$ cat src/rtl/msb_gated_cmp_pkg.sv
package msb_gated_cmp_pkg;

    // State of the lower-bit operand register after the most recent edge
    typedef enum logic {
        LO_TRACK = 1'b0,
        LO_HOLD  = 1'b1
    } lo_mode_e;

endpackage

$ cat src/rtl/msb_gated_cmp_predict.sv
module msb_gated_cmp_predict (
    input  logic c_top,
    input  logic d_top,
    output logic g_one,
    output logic g_zero
);
    // g_one: top bits alone force c > d. g_zero: top bits alone force c <= d.
    always_comb begin
        g_one  = c_top & ~d_top;
        g_zero = ~c_top & d_top;
    end
endmodule

$ cat src/rtl/msb_gated_cmp_opreg.sv
module msb_gated_cmp_opreg #(
    parameter int N = 16
) (
    input  logic          clk,
    input  logic          rst,
    input  logic          lo_load,
    input  logic [N-1:0]  c_in,
    input  logic [N-1:0]  d_in,
    output logic          c_top_q,
    output logic          d_top_q,
    output logic [N-2:0]  lo_c_q,
    output logic [N-2:0]  lo_d_q
);
    localparam int LW = N - 1;

    // Top-bit pair: loads on every edge
    always_ff @(posedge clk) begin
        if (rst) begin
            c_top_q <= 1'b0;
            d_top_q <= 1'b0;
        end else begin
            c_top_q <= c_in[N-1];
            d_top_q <= d_in[N-1];
        end
    end

    // Lower-order bits: load only when enabled
    always_ff @(posedge clk) begin
        if (rst) begin
            lo_c_q <= '0;
            lo_d_q <= '0;
        end else if (lo_load) begin
            lo_c_q <= c_in[LW-1:0];
            lo_d_q <= d_in[LW-1:0];
        end
    end
endmodule

$ cat src/rtl/msb_gated_cmp_mag.sv
module msb_gated_cmp_mag #(
    parameter int N = 16
) (
    input  logic [N-1:0] a,
    input  logic [N-1:0] b,
    output logic         a_gt_b
);
    // Walk from the top bit down. The first differing bit decides.
    always_comb begin
        logic still_eq;
        a_gt_b   = 1'b0;
        still_eq = 1'b1;
        for (int i = N - 1; i >= 0; i--) begin
            a_gt_b   = a_gt_b | (still_eq & a[i] & ~b[i]);
            still_eq = still_eq & ~(a[i] ^ b[i]);
        end
    end
endmodule

$ cat src/rtl/msb_gated_cmp.sv
module msb_gated_cmp
    import msb_gated_cmp_pkg::*;
#(
    parameter int N  = 16,
    parameter int CW = 32
) (
    input  logic          clk,
    input  logic          rst,
    input  logic [N-1:0]  c_in,
    input  logic [N-1:0]  d_in,
    output logic          gt_out,
    output logic          lo_held,
    output logic [CW-1:0] hold_cnt
);
    localparam int LW = N - 1;

    lo_mode_e        mode_q, mode_d;
    logic            g_one, g_zero;
    logic            lo_load;
    logic            c_top_q, d_top_q;
    logic [LW-1:0]   lo_c_q, lo_d_q;
    logic            cmp_gt;

    // Predictor looks at the incoming operands only
    msb_gated_cmp_predict u_pred (
        .c_top  (c_in[N-1]),
        .d_top  (d_in[N-1]),
        .g_one  (g_one),
        .g_zero (g_zero)
    );

    // Next-state selection
    always_comb begin
        unique case ({g_one, g_zero})
            2'b10, 2'b01: mode_d = LO_HOLD;
            default:      mode_d = LO_TRACK;
        endcase
    end

    // State register
    always_ff @(posedge clk) begin
        if (rst) mode_q <= LO_TRACK;
        else     mode_q <= mode_d;
    end

    // Outputs decoded from the states
    always_comb begin
        lo_load = (mode_d == LO_TRACK);
        lo_held = (mode_q == LO_HOLD);
    end

    msb_gated_cmp_opreg #(.N(N)) u_ops (
        .clk     (clk),
        .rst     (rst),
        .lo_load (lo_load),
        .c_in    (c_in),
        .d_in    (d_in),
        .c_top_q (c_top_q),
        .d_top_q (d_top_q),
        .lo_c_q  (lo_c_q),
        .lo_d_q  (lo_d_q)
    );

    msb_gated_cmp_mag #(.N(N)) u_mag (
        .a      ({c_top_q, lo_c_q}),
        .b      ({d_top_q, lo_d_q}),
        .a_gt_b (cmp_gt)
    );

    // Result register
    always_ff @(posedge clk) begin
        if (rst) gt_out <= 1'b0;
        else     gt_out <= cmp_gt;
    end

    // Held-edge counter
    always_ff @(posedge clk) begin
        if (rst)                    hold_cnt <= '0;
        else if (mode_d == LO_HOLD) hold_cnt <= hold_cnt + CW'(1);
    end
endmodule

$ cat config.mk
export PLATFORM = sky130hd
export DESIGN_NAME = msb_gated_cmp
export DESIGN_NICKNAME = d
export VERILOG_FILES = /design/src/rtl/msb_gated_cmp_pkg.sv /design/src/rtl/msb_gated_cmp_predict.sv /design/src/rtl/msb_gated_cmp_opreg.sv /design/src/rtl/msb_gated_cmp_mag.sv /design/src/rtl/msb_gated_cmp.sv
export SDC_FILE = /design/constraint.sdc
export NUM_CORES = 1
export LEC_CHECK = 0
export ABC_AREA = 1
export BUFFER_PORTS_ARGS = -buffer_cell sky130_fd_sc_hd__buf_2
export CAP_MARGIN = 40
export CORE_MARGIN = 5
export CORE_UTILIZATION = 45
export CTS_BUF_LIST = sky130_fd_sc_hd__clkbuf_4
export CTS_CLUSTER_DIAMETER = 30
export DETAILED_ROUTE_END_ITERATION = 12
export PLACE_DENSITY = 0.67
export SLEW_MARGIN = 20
export SYNTH_ARGS = -nofsm -noshare
export SYNTH_HDL_FRONTEND = slang
export SYNTH_SLANG_ARGS = --single-unit
$ cat constraint.sdc
create_clock -name clk -period 4.85 [get_ports clk]
set_clock_uncertainty 0.15 [all_clocks]
set_input_delay 0.7275 -clock clk [delete_from_list [all_inputs] [get_ports clk]]
set_output_delay 0.7275 -clock clk [all_outputs]
set_load 0.05 [all_outputs]
Word level (Yosys, flattened, before mapping)
Index checks and enable logic that the tools add are counted.
{ "totals": {"regBits": 66, "in_bits": 34, "output_inout_bits": 34, "wordCells": 122} }
{ "classes": {"add_sub_neg": 1, "eq_ne": 2, "muxes": 1, "bitwise_logic": 110, "n_reduce_logical": 1} }
{ "op_table": {"columns": ["op", "count"], "rows": [
  ["AND 1 bit", 47],
  ["inverter 1 bit", 33],
  ["adder 32 x 1 -> 32 bit, second input constant", 1],
  ["bitwise OR 1 bit", 15],
  ["bitwise XOR 1 bit", 15],
  ["equality test 2 x 1 -> 1 bit, second input constant", 1],
  ["equality test 2 bit, second input constant", 1],
  ["OR reduction 2 bit", 1],
  ["two-way mux 1 bit", 1]
]} }

Logic depth before layout (Yosys ltp)
{ "depth": {"word_depth": 19, "depth_mapped": 11, "ltp_nobuf": 11} }

Modules after synthesis
A second synthesis with hierarchy kept.
{ "hier_totals": {"cells_unflattened": 593, "area_unflattened_um2": 3716.1} }
{ "by_module_without_submodules": {"columns": ["mod", "instances", "cells_each", "area_per_inst_um2", "seq_area_each_um2"], "rows": [
  ["msb_gated_cmp", 1, 306, 1963.1, 680.7],
  ["msb_gated_cmp_opreg", 1, 197, 1363.8, 640.6],
  ["msb_gated_cmp_mag", 1, 86, 374.1, 0.0],
  ["msb_gated_cmp_predict", 1, 4, 15.0, 0.0]
]} }

Least setup slack after synthesis
No wires, ideal clock.
{ "synth_timing": {"path_kind": "register -> register", "startpoint": "register hold_cnt[0]", "endpoint": "register hold_cnt[8]", "setup_time_ns": 0.119, "arrival_ns": 1.689, "t_required_ns": 4.581, "setup_slack_ns": 2.892, "path_stages_with_launch": 7, "path_buffers": 0, "period_less_slack_ns": 1.958, "cell_sequence": "dfxtp_1 ha_1 nand3_1 nor3_2 nand2_1 o21ai_0 a21oi_1"} }
{ "synth_via": {"elab_chain_len": 1} }
{ "synth_rtl": {"columns": ["element", "line_no", "source"], "rows": [
  ["start, declared", "msb_gated_cmp.sv:13", "output logic [CW-1:0] hold_cnt"],
  ["start signal, assigned", "msb_gated_cmp.sv:79", "else if (mode_d == LO_HOLD) hold_cnt <= hold_cnt + CW'(1);"],
  ["adder 32 x 1 -> 32 bit", "msb_gated_cmp.sv:79", null]
]} }
No other way between the ends.
A chain may end at the register's enable or synchronous reset.

Worst setup path after layout
{ "layout_timing": {"startpoint": "input port d_in[15]", "endpoint": "register hold_cnt[9]"} }
{ "layout_via": {"elab_chain_len": 5, "word_cells_on_any_way": 7, "cone_classes": "eq/ne (2); mux (1); bitwise (3); reduce/logical (1)"} }
{ "layout_rtl": {"columns": ["element", "line_no", "source"], "rows": [
  ["start, declared", "msb_gated_cmp.sv:10", "input logic [N-1:0] d_in,"],
  ["inverter 1 bit", "msb_gated_cmp_predict.sv:9", "g_one = c_top & ~d_top;"],
  ["AND 1 bit", "msb_gated_cmp_predict.sv:9", null],
  ["equality test 2 bit / equality test 2 x 1 -> 1 bit (equally long branches)", "msb_gated_cmp.sv:34", "unique case ({g_one, g_zero})"],
  ["OR reduction 2 bit (*)", "msb_gated_cmp.sv:34", null],
  ["two-way mux 1 bit (*)", "msb_gated_cmp.sv:34", null]
]} }
Mark *: on every way between the ends. The rest lies on a longest branch, timed or not.

==> impl_metrics.prom <==
# TYPE chip_impl_metric gauge
chip_impl_metric{name="globalRoute.totalOverflow",unit=""} 0
chip_impl_metric{name="area_delta_synth_final",unit="%"} 16.6
chip_impl_info{name="cell_family_with_the_largest_share_of_critical_path_delay",value="buffers and inverters"} 1
chip_impl_metric{name="setup_viol",unit=""} 0
chip_impl_metric{name="crit_fanout",unit=""} 61
chip_impl_metric{name="synth_seq_area_share",unit="%"} 39.4
chip_impl_info{name="crit_path_top_delay_cell",value="sky130_fd_sc_hd__buf_4"} 1
chip_impl_metric{name="cts.sinks",unit=""} 66
chip_impl_info{name="path_cells",value="buf_2 > inv_1 > nand2_1 > nand2_2 > buf_4 > inv_2 > nor2_2 > nand4_1 > o21ai_0 > a21oi_1"} 1
chip_impl_metric{name="numPortBuffers",unit=""} 67
chip_impl_info{name="end_kind",value="register"} 1
chip_impl_metric{name="mean_post_synth_cell_area",unit="um2"} 6.70
chip_impl_info{name="timing_worst_setup_path_type",value="input pin to register"} 1
chip_impl_metric{name="post-route-drc-count",unit=""} 0
chip_impl_info{name="worstSetupStartpoint",value="d_in[15]"} 1
chip_impl_metric{name="number_of_enable_type_register_cells_in_the_synthesized_netlist",unit=""} 0
chip_impl_metric{name="yosys-mux-area-fraction",unit="%"} 0
chip_impl_metric{name="number_of_cells_upsized_or_downsized_after_cts",unit=""} 0
chip_impl_metric{name="floorplan.die.width",unit="um"} 96.3
chip_impl_metric{name="grt_util_all_layers",unit="%"} 19.2
chip_impl_metric{name="power.density",unit="nW/um2"} 277
chip_impl_metric{name="post-cts-setup-buffer-count",unit=""} 0
chip_impl_metric{name="number_of_drc_violations_after_detailed_routing_iteration_0",unit=""} 101
chip_impl_metric{name="synthesis.nets",unit=""} 537
chip_impl_metric{name="power_leakage",unit="nW"} 1.63
chip_impl_metric{name="slew-limit-headroom",unit="%"} 66.3
chip_impl_metric{name="setup-tns-final",unit="ps"} 0
chip_impl_metric{name="worst_skew_pair.late_latency",unit="ps"} 420
chip_impl_metric{name="grt_first_pass_wirelength",unit="mm"} 14.0
chip_impl_info{name="dominant_combinational_cell_family_by_area_after_synthesis",value="simple AND/OR/NAND/NOR gates"} 1
chip_impl_info{name="synth_area_leader_cell",value="sky130_fd_sc_hd__dfxtp_1"} 1
chip_impl_metric{name="route.detailed.vias_per_inst",unit=""} 4.93
chip_impl_metric{name="netlist_area",unit="um2"} 3350
chip_impl_metric{name="cp_data_arrival_time",unit="ps"} 2670
chip_impl_metric{name="num_antenna_cells",unit=""} 0
chip_impl_info{name="crit-reg2reg-launch",value="hold_cnt[0]$_SDFFE_PP0P_"} 1
chip_impl_metric{name="floorplan.rows",unit=""} 31
chip_impl_metric{name="max_freq",unit="GHz"} 0.399
chip_impl_metric{name="max-vdd-ir-drop",unit="mV"} 0.157
chip_impl_metric{name="die_y",unit="um"} 96.3
chip_impl_info{name="min_path_type",value="register to register"} 1
chip_impl_metric{name="xor_and_xnor_area_share_after_synthesis",unit="%"} 4.18
chip_impl_info{name="tritoncts",value="done"} 1
chip_impl_metric{name="clk_pin_slew_worst_paths",unit="ps"} 110
chip_impl_metric{name="ys_seq_elements",unit=""} 66
chip_impl_metric{name="grt_antenna_before_repair",unit=""} 0
chip_impl_metric{name="grt_pass1_vias",unit=""} 3135
chip_impl_metric{name="post-dp-hpwl",unit="mm"} 6.26
chip_impl_metric{name="clock_tree_buffer_depth",unit=""} 2
chip_impl_metric{name="synthAdderAreaFrac",unit="%"} 0.746
chip_impl_info{name="synth.area.top_cells",value="sky130_fd_sc_hd__dfxtp_1 39%, sky130_fd_sc_hd__nand2_1 13%, sky130_fd_sc_hd__a21oi_1 7.9%, sky130_fd_sc_hd__nor2_1 7.2%, sky130_fd_sc_hd__inv_1 6.9%"} 1
chip_impl_metric{name="grt_start_max_net_pins",unit=""} 62
chip_impl_info{name="status",value="finished, final reports clean"} 1
chip_impl_metric{name="max_stage_delay",unit="ps"} 510
chip_impl_metric{name="routed_wirelength",unit="mm"} 8.34
chip_impl_metric{name="final.min_clock_period",unit="ps"} 2510
chip_impl_metric{name="drt-wirelength-per-cell",unit="um"} 12.5
chip_impl_metric{name="initial_utilization",unit="%"} 46.2
chip_impl_metric{name="antenna_violating_nets_left",unit=""} 0
chip_impl_metric{name="via_count",unit=""} 3295
chip_impl_info{name="synth-main-ff-cell",value="sky130_fd_sc_hd__dfxtp_1"} 1
chip_impl_metric{name="cts_hold_buffers",unit=""} 0
chip_impl_info{name="setup.worst_path.start_class",value="input pin"} 1
chip_impl_metric{name="place_congestion",unit=""} 0.886
chip_impl_metric{name="tritonroute_pass_1_iters",unit=""} 4
chip_impl_metric{name="synthArstFlopShare",unit="%"} 0
chip_impl_metric{name="synthSimpleGateAreaFrac",unit="%"} 31.5
chip_impl_metric{name="floorplan.die_area",unit="um2"} 9280
chip_impl_metric{name="hold_viol",unit=""} 0
chip_impl_metric{name="finish.net_count",unit=""} 601
chip_impl_metric{name="finalMaxSlewViolations",unit=""} 0
chip_impl_metric{name="final_cells",unit=""} 669
chip_impl_metric{name="post_route_cells_drive_above_1_share",unit="%"} 19.1
chip_impl_metric{name="synth_compound_area_share",unit="%"} 15.0
chip_impl_info{name="netlist_top_cells_count",value="114 x sky130_fd_sc_hd__nand2_1, 66 x sky130_fd_sc_hd__dfxtp_1, 64 x sky130_fd_sc_hd__nor2_1, 62 x sky130_fd_sc_hd__inv_1, 53 x sky130_fd_sc_hd__a21oi_1"} 1
chip_impl_metric{name="placeableCoreArea",unit="um2"} 7250
chip_impl_metric{name="post-synth-top-area-fraction",unit="%"} 39.4
chip_impl_info{name="post-synth-top-count-cell",value="sky130_fd_sc_hd__nand2_1"} 1
chip_impl_metric{name="pin_count",unit=""} 68
chip_impl_metric{name="yosysUniqueCellTypes",unit=""} 23
chip_impl_info{name="cts_root_buffer",value="sky130_fd_sc_hd__clkbuf_4"} 1
chip_impl_metric{name="path_buf_inv",unit=""} 4
chip_impl_metric{name="critPathRequiredTime",unit="ps"} 5010
chip_impl_metric{name="worstMarginPinSlew",unit="ps"} 505
chip_impl_metric{name="ys.warnings.count",unit=""} 0
chip_impl_info{name="rsz_0062_raised_after_global_routing",value="false"} 1
chip_impl_metric{name="dp.cells",unit=""} 653
chip_impl_info{name="hold_path_startpoint",value="u_ops.lo_c_q[2]$_SDFFE_PP0N_"} 1
chip_impl_metric{name="maxCapViolations",unit=""} 0
chip_impl_metric{name="synthesis.instances",unit=""} 501
chip_impl_metric{name="numCtsBuffers",unit=""} 9
chip_impl_metric{name="timing.reg2reg.setup_slack",unit="ps"} 3040
chip_impl_metric{name="layout_worst_path_cycle_share",unit="%"} 51.7
chip_impl_metric{name="cts-htree-levels",unit=""} 3
final timing paths:
path | endpoint | cells past startpoint
setup reg to reg | hold_cnt[12]$_SDFFE_PP0P_ | 6
hold reg to reg | u_ops.lo_c_q[2]$_SDFFE_PP0N_ | 2
hold / removal | u_ops.lo_c_q[2]$_SDFFE_PP0N_ | 2
setup / recovery | hold_cnt[9]$_SDFFE_PP0P_ | 10
where the power goes:
group / leakage (nW) / internal, mW / switching (mW)
sequential: 0.541 / 0.567 / 0.0148
clock: 0.0656 / 0.155 / 0.215
combinational: 1.02 / 0.0451 / 0.0874
sequential cells by signal, summed over array words and instances (netlist names):
name and flops:
gt_out 1, hold_cnt 32, lo_held 1, u_ops.c_top_q 1, u_ops.d_top_q 1, u_ops.lo_c_q 15
u_ops.lo_d_q 15
final cells by class:
class | count | area (um2)
fill | 763 | 3340
clock buffer | 9 | 67.6
sequential | 66 | 1320
timing repair buffer | 69 | 358
tap | 99 | 124
inverter | 64 | 240
multi-input combinational | 355 | 1730
clock inverter | 7 | 70.1
routing by layer:
metal / vias to the layer above / wire length, um / global-route usage [%]
met3: 15 / 425 / 5.79
met5: - / 0 / 0
li1: 1733 / - / -
met4: 0 / 144 / 6.66
met1: 1483 / 3860 / 23.6
met2: 64 / 3910 / 31.9
cells in the final DEF (no fill, tap or decap), drive strengths merged, types with 9 or more instances in the layout:
| master | count |
|---|---|
| nand2 | 117 |
| nor2 | 73 |
| buf | 69 |
| dfxtp | 66 |
| inv | 64 |
| a21oi | 53 |
| o21ai | 40 |
| nor3 | 20 |
| nand3 | 15 |
| nand4 | 11 |
| xor2 | 9 |
| clkbuf | 9 |
worst min-delay path, delay by kind of cell (launching register included):
family,cells,cell delay (ps)
DFF,1,310
AOI/OAI and AO/OA,1,60
buffers and inverters,1,70
metrics by stage:
stage	hold WS [ps]	setup slack (ps)	total power [mW]	instance area (um2)	utilization, %
CTS	332	2330	1.10	3910	53.9
global route	345	2120	1.14	3910	53.9
floorplan	279	2890	0.688	3350	-
finish	330	2340	1.08	3910	53.9
detailed placement	308	1860	0.728	3770	52.0
global placement	308	1990	0.723	3760	51.8
cell families (layout without fill, tap and decap cells):
| family | Yosys count | in the layout |
|---|---|---|
| adders and majority gates | 2 | 2 |
| buffers and inverters | 80 | 149 |
| and+or+nand+nor | 238 | 238 |
| xor gates and xnor gates | 16 | 16 |
| DFF | 66 | 66 |
| AOI/OAI and AO/OA | 99 | 99 |
No activity file was read; power rests on OpenSTA's default activity.
